## src/rtl/stk_pkg.sv

```systemverilog
package stk_pkg;
  typedef enum logic [1:0] {
    ST_IDLE,
    ST_FIRST,
    ST_SECOND
  } stk_state_e;
endpackage

```

## src/rtl/stk_addr_gen.sv

```systemverilog
module stk_addr_gen #(
  parameter int OFF_W     = 16,
  parameter int SEG_SHIFT = 4,
  localparam int PA_W     = OFF_W + SEG_SHIFT
) (
  input  logic [OFF_W-1:0] seg,
  input  logic [OFF_W-1:0] off,
  output logic [PA_W-1:0]  phys
);
  // segment scaled by 2^SEG_SHIFT plus offset, truncated to PA_W bits
  always_comb begin
    phys = (PA_W'(seg) << SEG_SHIFT) + PA_W'(off);
  end
endmodule

```

## src/rtl/stk_ptr.sv

```systemverilog
module stk_ptr #(
  parameter int OFF_W = 16,
  parameter logic [OFF_W-1:0] SP_INIT = '0
) (
  input  logic             clk,
  input  logic             rst,
  input  logic             step_en,
  input  logic             step_up,
  output logic [OFF_W-1:0] sp_q
);
  localparam logic [OFF_W-1:0] STEP = OFF_W'(2);

  always_ff @(posedge clk) begin
    if (rst) begin
      sp_q <= SP_INIT;
    end else if (step_en) begin
      sp_q <= step_up ? sp_q + STEP : sp_q - STEP;
    end
  end
endmodule

```

## src/rtl/stk_ctrl.sv

```systemverilog
module stk_ctrl
  import stk_pkg::*;
#(
  parameter int OFF_W     = 16,
  parameter int DW        = 16,
  parameter int SEG_SHIFT = 4,
  localparam int BW       = DW / 2,
  localparam int PA_W     = OFF_W + SEG_SHIFT
) (
  input  logic             clk,
  input  logic             rst,
  input  logic             cmd_valid,
  input  logic             cmd_pop,
  input  logic [DW-1:0]    cmd_data,
  input  logic [OFF_W-1:0] cmd_seg,
  output logic             cmd_ready,
  input  logic [OFF_W-1:0] sp,
  output logic             sp_step,
  output logic             sp_up,
  output logic [OFF_W-1:0] sel_seg,
  output logic [OFF_W-1:0] sel_off,
  input  logic [PA_W-1:0]  phys,
  output logic             pop_valid,
  output logic [DW-1:0]    pop_data,
  output logic             mem_req,
  output logic             mem_we,
  output logic [PA_W-1:0]  mem_addr,
  output logic [BW-1:0]    mem_wdata,
  input  logic             mem_ack,
  input  logic [BW-1:0]    mem_rdata
);
  localparam logic [OFF_W-1:0] ONE = OFF_W'(1);
  localparam logic [OFF_W-1:0] TWO = OFF_W'(2);

  stk_state_e       state;
  logic             pop_q;
  logic [OFF_W-1:0] seg_q;
  logic [DW-1:0]    hold_q;
  logic [BW-1:0]    low_q;

  // next address source: offset for the access about to be issued
  always_comb begin
    sel_seg = seg_q;
    sel_off = sp;
    case (state)
      ST_IDLE: begin
        sel_seg = cmd_seg;
        sel_off = cmd_pop ? sp : sp - ONE;
      end
      ST_FIRST:  sel_off = pop_q ? sp + ONE : sp - TWO;
      default:   sel_off = sp;
    endcase
  end

  always_comb begin
    sp_step = (state == ST_SECOND) && mem_ack;
    sp_up   = pop_q;
  end

  always_ff @(posedge clk) begin
    if (rst) begin
      state     <= ST_IDLE;
      cmd_ready <= 1'b1;
      pop_q     <= 1'b0;
      seg_q     <= '0;
      hold_q    <= '0;
      low_q     <= '0;
      pop_valid <= 1'b0;
      pop_data  <= '0;
      mem_req   <= 1'b0;
      mem_we    <= 1'b0;
      mem_addr  <= '0;
      mem_wdata <= '0;
    end else begin
      pop_valid <= 1'b0;
      case (state)
        ST_IDLE: begin
          if (cmd_valid) begin
            seg_q     <= cmd_seg;
            pop_q     <= cmd_pop;
            hold_q    <= cmd_data;
            cmd_ready <= 1'b0;
            mem_req   <= 1'b1;
            mem_we    <= ~cmd_pop;
            mem_addr  <= phys;
            mem_wdata <= cmd_data[DW-1:BW];
            state     <= ST_FIRST;
          end
        end
        ST_FIRST: begin
          if (mem_ack) begin
            low_q     <= mem_rdata;
            mem_addr  <= phys;
            mem_wdata <= hold_q[BW-1:0];
            state     <= ST_SECOND;
          end
        end
        ST_SECOND: begin
          if (mem_ack) begin
            mem_req   <= 1'b0;
            mem_we    <= 1'b0;
            cmd_ready <= 1'b1;
            state     <= ST_IDLE;
            if (pop_q) begin
              pop_valid <= 1'b1;
              pop_data  <= {mem_rdata, low_q};
            end
          end
        end
        default: state <= ST_IDLE;
      endcase
    end
  end
endmodule

```

## src/rtl/stack_word_engine.sv

```systemverilog
module stack_word_engine #(
  parameter int OFF_W     = 16,
  parameter int DW        = 16,
  parameter int SEG_SHIFT = 4,
  parameter logic [OFF_W-1:0] SP_INIT = '0,
  localparam int BW       = DW / 2,
  localparam int PA_W     = OFF_W + SEG_SHIFT
) (
  input  logic             clk,
  input  logic             rst,
  input  logic             cmd_valid,
  input  logic             cmd_pop,
  input  logic [DW-1:0]    cmd_data,
  input  logic [OFF_W-1:0] cmd_seg,
  output logic             cmd_ready,
  output logic [OFF_W-1:0] sp,
  output logic             pop_valid,
  output logic [DW-1:0]    pop_data,
  output logic             mem_req,
  output logic             mem_we,
  output logic [PA_W-1:0]  mem_addr,
  output logic [BW-1:0]    mem_wdata,
  input  logic             mem_ack,
  input  logic [BW-1:0]    mem_rdata
);
  logic             sp_step, sp_up;
  logic [OFF_W-1:0] sel_seg, sel_off;
  logic [PA_W-1:0]  phys;

  stk_ptr #(.OFF_W(OFF_W), .SP_INIT(SP_INIT)) u_ptr (
    .clk(clk), .rst(rst), .step_en(sp_step), .step_up(sp_up), .sp_q(sp)
  );

  stk_addr_gen #(.OFF_W(OFF_W), .SEG_SHIFT(SEG_SHIFT)) u_agen (
    .seg(sel_seg), .off(sel_off), .phys(phys)
  );

  stk_ctrl #(.OFF_W(OFF_W), .DW(DW), .SEG_SHIFT(SEG_SHIFT)) u_ctrl (
    .clk(clk), .rst(rst),
    .cmd_valid(cmd_valid), .cmd_pop(cmd_pop), .cmd_data(cmd_data),
    .cmd_seg(cmd_seg), .cmd_ready(cmd_ready),
    .sp(sp), .sp_step(sp_step), .sp_up(sp_up),
    .sel_seg(sel_seg), .sel_off(sel_off), .phys(phys),
    .pop_valid(pop_valid), .pop_data(pop_data),
    .mem_req(mem_req), .mem_we(mem_we), .mem_addr(mem_addr),
    .mem_wdata(mem_wdata), .mem_ack(mem_ack), .mem_rdata(mem_rdata)
  );
endmodule

```

## config.mk

```make
export PLATFORM = sky130hd
export DESIGN_NAME = stack_word_engine
export DESIGN_NICKNAME = d
export VERILOG_FILES = /design/src/rtl/stk_pkg.sv /design/src/rtl/stk_addr_gen.sv /design/src/rtl/stk_ptr.sv /design/src/rtl/stk_ctrl.sv /design/src/rtl/stack_word_engine.sv
export SDC_FILE = /design/constraint.sdc
export NUM_CORES = 1
export LEC_CHECK = 0
export ABC_CLOCK_PERIOD_IN_PS = 9600
export BUFFER_PORTS_ARGS = -buffer_cell sky130_fd_sc_hd__buf_2
export CAP_MARGIN = 30
export CORE_UTILIZATION = 40
export CTS_CLUSTER_DIAMETER = 80
export DETAILED_ROUTE_END_ITERATION = 16
export REMOVE_ABC_BUFFERS = 1
export SLEW_MARGIN = 30
export SYNTH_ARGS = -nofsm -noshare
export SYNTH_HDL_FRONTEND = slang
export SYNTH_SLANG_ARGS = --single-unit
export TNS_END_PERCENT = 30
```

## constraint.sdc

```tcl
create_clock -name clk -period 9.6 [get_ports clk]
set_input_delay 0.48 -clock clk [delete_from_list [all_inputs] [get_ports clk]]
set_output_delay 0.48 -clock clk [all_outputs]
set_load 0.1 [all_outputs]
```

==> results.sh <==
export IMPL_stdcell_count=858
export IMPL_cts_tree="done"
export IMPL_hold_buffers=0
export IMPL_clock_latency_ns=0.35
export IMPL_clkPwrFrac_pct=30.9
export IMPL_dominantRegCellSynth="dfxtp_1"
export IMPL_seq_area_frac_synth_pct=39.5
export IMPL_power_density_nw_per_um2=213
export IMPL_setup_violations=0
export IMPL_die_h_um=113
export IMPL_antenna_left=0
export IMPL_postLayoutCoreUtil_pct=48.7
export IMPL_synth_area_um2=4960
export IMPL_tns_ns=0
export IMPL_drtIter0Drc=240
export IMPL_r2r_cells=14
export IMPL_syn_avg_cell_area_um2=8.18
export IMPL_start_util_pct=41.2
export IMPL_power_leakage_nw=2.56
export IMPL_worst_pin_slew_ns=0.779
export IMPL_slew_headroom_pct=47.9
export IMPL_intPower_uw=762
export IMPL_fillCellCount=1213
export IMPL_comb_power_share_pct=32.8
export IMPL_clockBufferDepth=2
export IMPL_hold_depth=3
export IMPL_vdd_drop_max_mv=0.0803
export IMPL_cp_data_required_time_ns=9.85
export IMPL_core_area_um2=12100
export IMPL_hp_class="input pin to flip-flop"
export IMPL_yosysWarningCount=0
export IMPL_portBuffers=107
export IMPL_rows=40
export IMPL_cp_arrival_ns=4.00
export IMPL_reg2reg_to="u_ctrl.mem_addr[18]"
export IMPL_slew_viol_final=0
export IMPL_grt_antenna_before_repair=0
export IMPL_grt_pass1_wl_mm=19.4
export IMPL_start_kind="flip-flop"
export IMPL_die_width_um=113
export IMPL_synth_edf_count=0
export IMPL_synth_seq_cells=98
export IMPL_antenna_cells=0
export IMPL_async_flop_share_pct=0
export IMPL_crit_path_start="u_ptr.sp_q[1]"
export IMPL_area_growth_pct=18.4
export IMPL_vias=4342
export IMPL_reg2reg_slack_ns=5.84
export IMPL_min_to="u_ctrl.hold_q[7]"
export IMPL_cts_setup_buffers=0
export IMPL_switching_share_pct=39.1
export IMPL_dp_cells=842
export IMPL_rsz0062_at_grt="no"
export IMPL_place_congestion=0.856
export IMPL_dr_pass1_iters=4
export IMPL_p_seq_share_pct=36.4
export IMPL_path_class="flip-flop to flip-flop"
export IMPL_fmax_mhz=266
export IMPL_status="finished clean"
export IMPL_p_switching_uw=489
export IMPL_cts_htree_levels=3
export IMPL_r2r_start="u_ptr.sp_q[1]"
export IMPL_grt_max_degree=57
export IMPL_endpoint_kind="flip-flop"
export IMPL_yosys_cell_types_count=57
export IMPL_crit_fanout=7
export IMPL_hold_viol_final=0
export IMPL_hpwl_mm=8.65
export IMPL_numCtsBuffers=9
export IMPL_drc=0
export IMPL_clk_pin_slew_ns=0.08
export IMPL_fin_skew_ns=0.00826
export IMPL_post_cts_resized=0
export IMPL_hold_start="cmd_data[7]"
export IMPL_nNetsFinal=747
export IMPL_grt_overflow=0
export IMPL_syn_inst=607
export IMPL_drt_wl_total_mm=12.0
export IMPL_period_needed_ns=3.76
export IMPL_cts_sinks=98
export IMPL_drive_gt1_share_pct=22.3
export IMPL_ioPinCount=109
export IMPL_post_route_period_util_pct=39.1
export IMPL_track_usage_pct=18.9
export IMPL_die_area_um2=12900
export IMPL_cts_root_buf="clkbuf_16"
export IMPL_routedWlPerCell_um=14.0
export IMPL_viasPerCell=5.06
export IMPL_grt_pass1_vias=3949
export IMPL_maxCapViolCount=0
worst max path at each step:
stage | cells after the start | end | slack, ns
6_report | 14 | u_ctrl.mem_addr[18] | 5.84
5_1_grt | 14 | u_ctrl.mem_addr[18] | 5.59
4_1_cts | 14 | u_ctrl.mem_addr[18] | 5.85
3_5_place_dp | 14 | u_ctrl.mem_addr[18] | 5.87
3_3_place_gp | 14 | u_ctrl.mem_addr[18] | 5.99
2_1_floorplan | 14 | u_ctrl.mem_addr[18] | 5.63
cell families (layout without fill, tap and decap cells):
family | count (synthesis) | in the layout | share of synthesized area [%]
AO/OA/AOI/OAI | 136 | 136 | 16.5
XOR/XNOR | 29 | 29 | 5.12
adder cells (fa/ha/maj) | 17 | 17 | 4.44
buffers and inverters | 49 | 132 | 4.46
flip-flops | 98 | 98 | 39.5
multiplexers | 34 | 34 | 7.18
other | 1 | 1 | 0.0755
AND/OR/NAND/NOR | 243 | 243 | 22.7
cell usage after synthesis, drive strengths merged, types with 3 or more instances:
cell | count | share of area [%]
o21ai | 17 | 1.7
a21oi | 75 | 7.6
or2 | 3 | 0.38
a21o | 3 | 0.45
xor2 | 8 | 1.4
mux2i | 21 | 4.2
nand3 | 12 | 1.2
ha | 16 | 4.0
a211o | 6 | 1.1
o211ai | 4 | 0.60
nand3b | 4 | 0.60
and2 | 3 | 0.38
nor2 | 50 | 3.9
inv | 5 | 0.38
mux2 | 13 | 2.9
buf | 18 | 2.1
nor3 | 12 | 1.7
a211oi | 16 | 2.6
or3 | 8 | 1.1
nand2 | 124 | 9.4
nand4 | 7 | 0.88
nand2b | 4 | 0.50
a22oi | 4 | 0.60
dfxtp | 98 | 40
xnor2 | 21 | 3.7
clkbuf | 26 | 2.0
metal layers:
layer / track usage, % / share of wire, %
met5: 0 / 0
met4: 7.72 / 1.3
met3: 3.45 / 3.2
met2: 29.5 / 46
met1: 25.9 / 50
power by group through the flow:
stage | clock, mW | combinational (mW) | sequential, mW
3_3_place_gp | 0 | 0.405 | 0.463
4_1_cts | 0.397 | 0.411 | 0.455
5_1_grt | 0.415 | 0.442 | 0.459
3_5_place_dp | 0 | 0.410 | 0.465
6_report | 0.386 | 0.410 | 0.455
2_1_floorplan | 0 | 0.181 | 0.608
metrics by stage:
step	power, mW	area [um2]	hold WS (ns)	worst slack, ns
after floorplan	0.789	4760	0.425	5.63
after global placement	0.868	5530	0.437	5.99
after detailed placement	0.874	5560	0.444	5.87
after CTS	1.26	5880	0.346	5.85
after global routing	1.32	5880	0.355	5.59
final	1.25	5880	0.361	5.84
area by class of cell:
class                           count  area (um2)  share of cell area (%)
Inverter                            5        18.8                   0.319
Timing Repair Buffer              111         584                    9.94
Tap cell                          168         210                    3.58
Sequential cell                    98        1960                    33.4
Clock buffer                        9         225                    3.83
Clock inverter                      7        92.6                    1.58
Multi-Input combinational cell    460        2780                    47.4
layout by cell type, fill, tap and decap left out, drive strengths merged, types with 2 or more instances in the layout:
cell	Yosys	layout
clkinv	0	2
nand2b	4	4
and3	2	2
o21ai	17	17
nor2	50	50
or4	2	2
nand3b	4	4
nor4	2	2
o211ai	4	4
clkbuf	26	9
nand2	124	124
a22oi	4	4
or3	8	8
nor3b	2	2
inv	5	9
nand3	12	12
nand4	7	7
nor3	12	12
a211oi	16	16
mux2i	21	21
dfxtp	98	98
and2	3	3
a22o	2	2
mux2	13	13
xnor2	21	21
a21oi	75	75
or2	3	3
o21bai	2	2
ha	16	16
xor2	8	8
nor4b	2	2
buf	18	111
a21o	3	3
nor2b	2	2
a211o	6	6
flip-flops by register name (all words and copies together) (netlist names), 2 cells and up:
signal,cells
u_ctrl.pop_data,16
u_ptr.sp_q,15
u_ctrl.mem_addr,20
u_ctrl.hold_q,8
u_ctrl.mem_wdata,8
u_ctrl.state,2
u_ctrl.low_q,8
u_ctrl.seg_q,16
worst max-delay path, stage by stage, from the launching register on:
cell and delay, ns:
dfxtp_1 0.38, inv_1 0.17, ha_1 0.22, or3b_4 0.43, or3_4 0.37, nor3_4 0.18
nand2_1 0.10, xnor2_1 0.22, ha_1 0.32, or2_2 0.32, nor2b_1 0.14, a22oi_1 0.21
o21ai_1 0.16, a21o_1 0.20, a32o_1 0.23
Power figures use the tool's default switching activity.
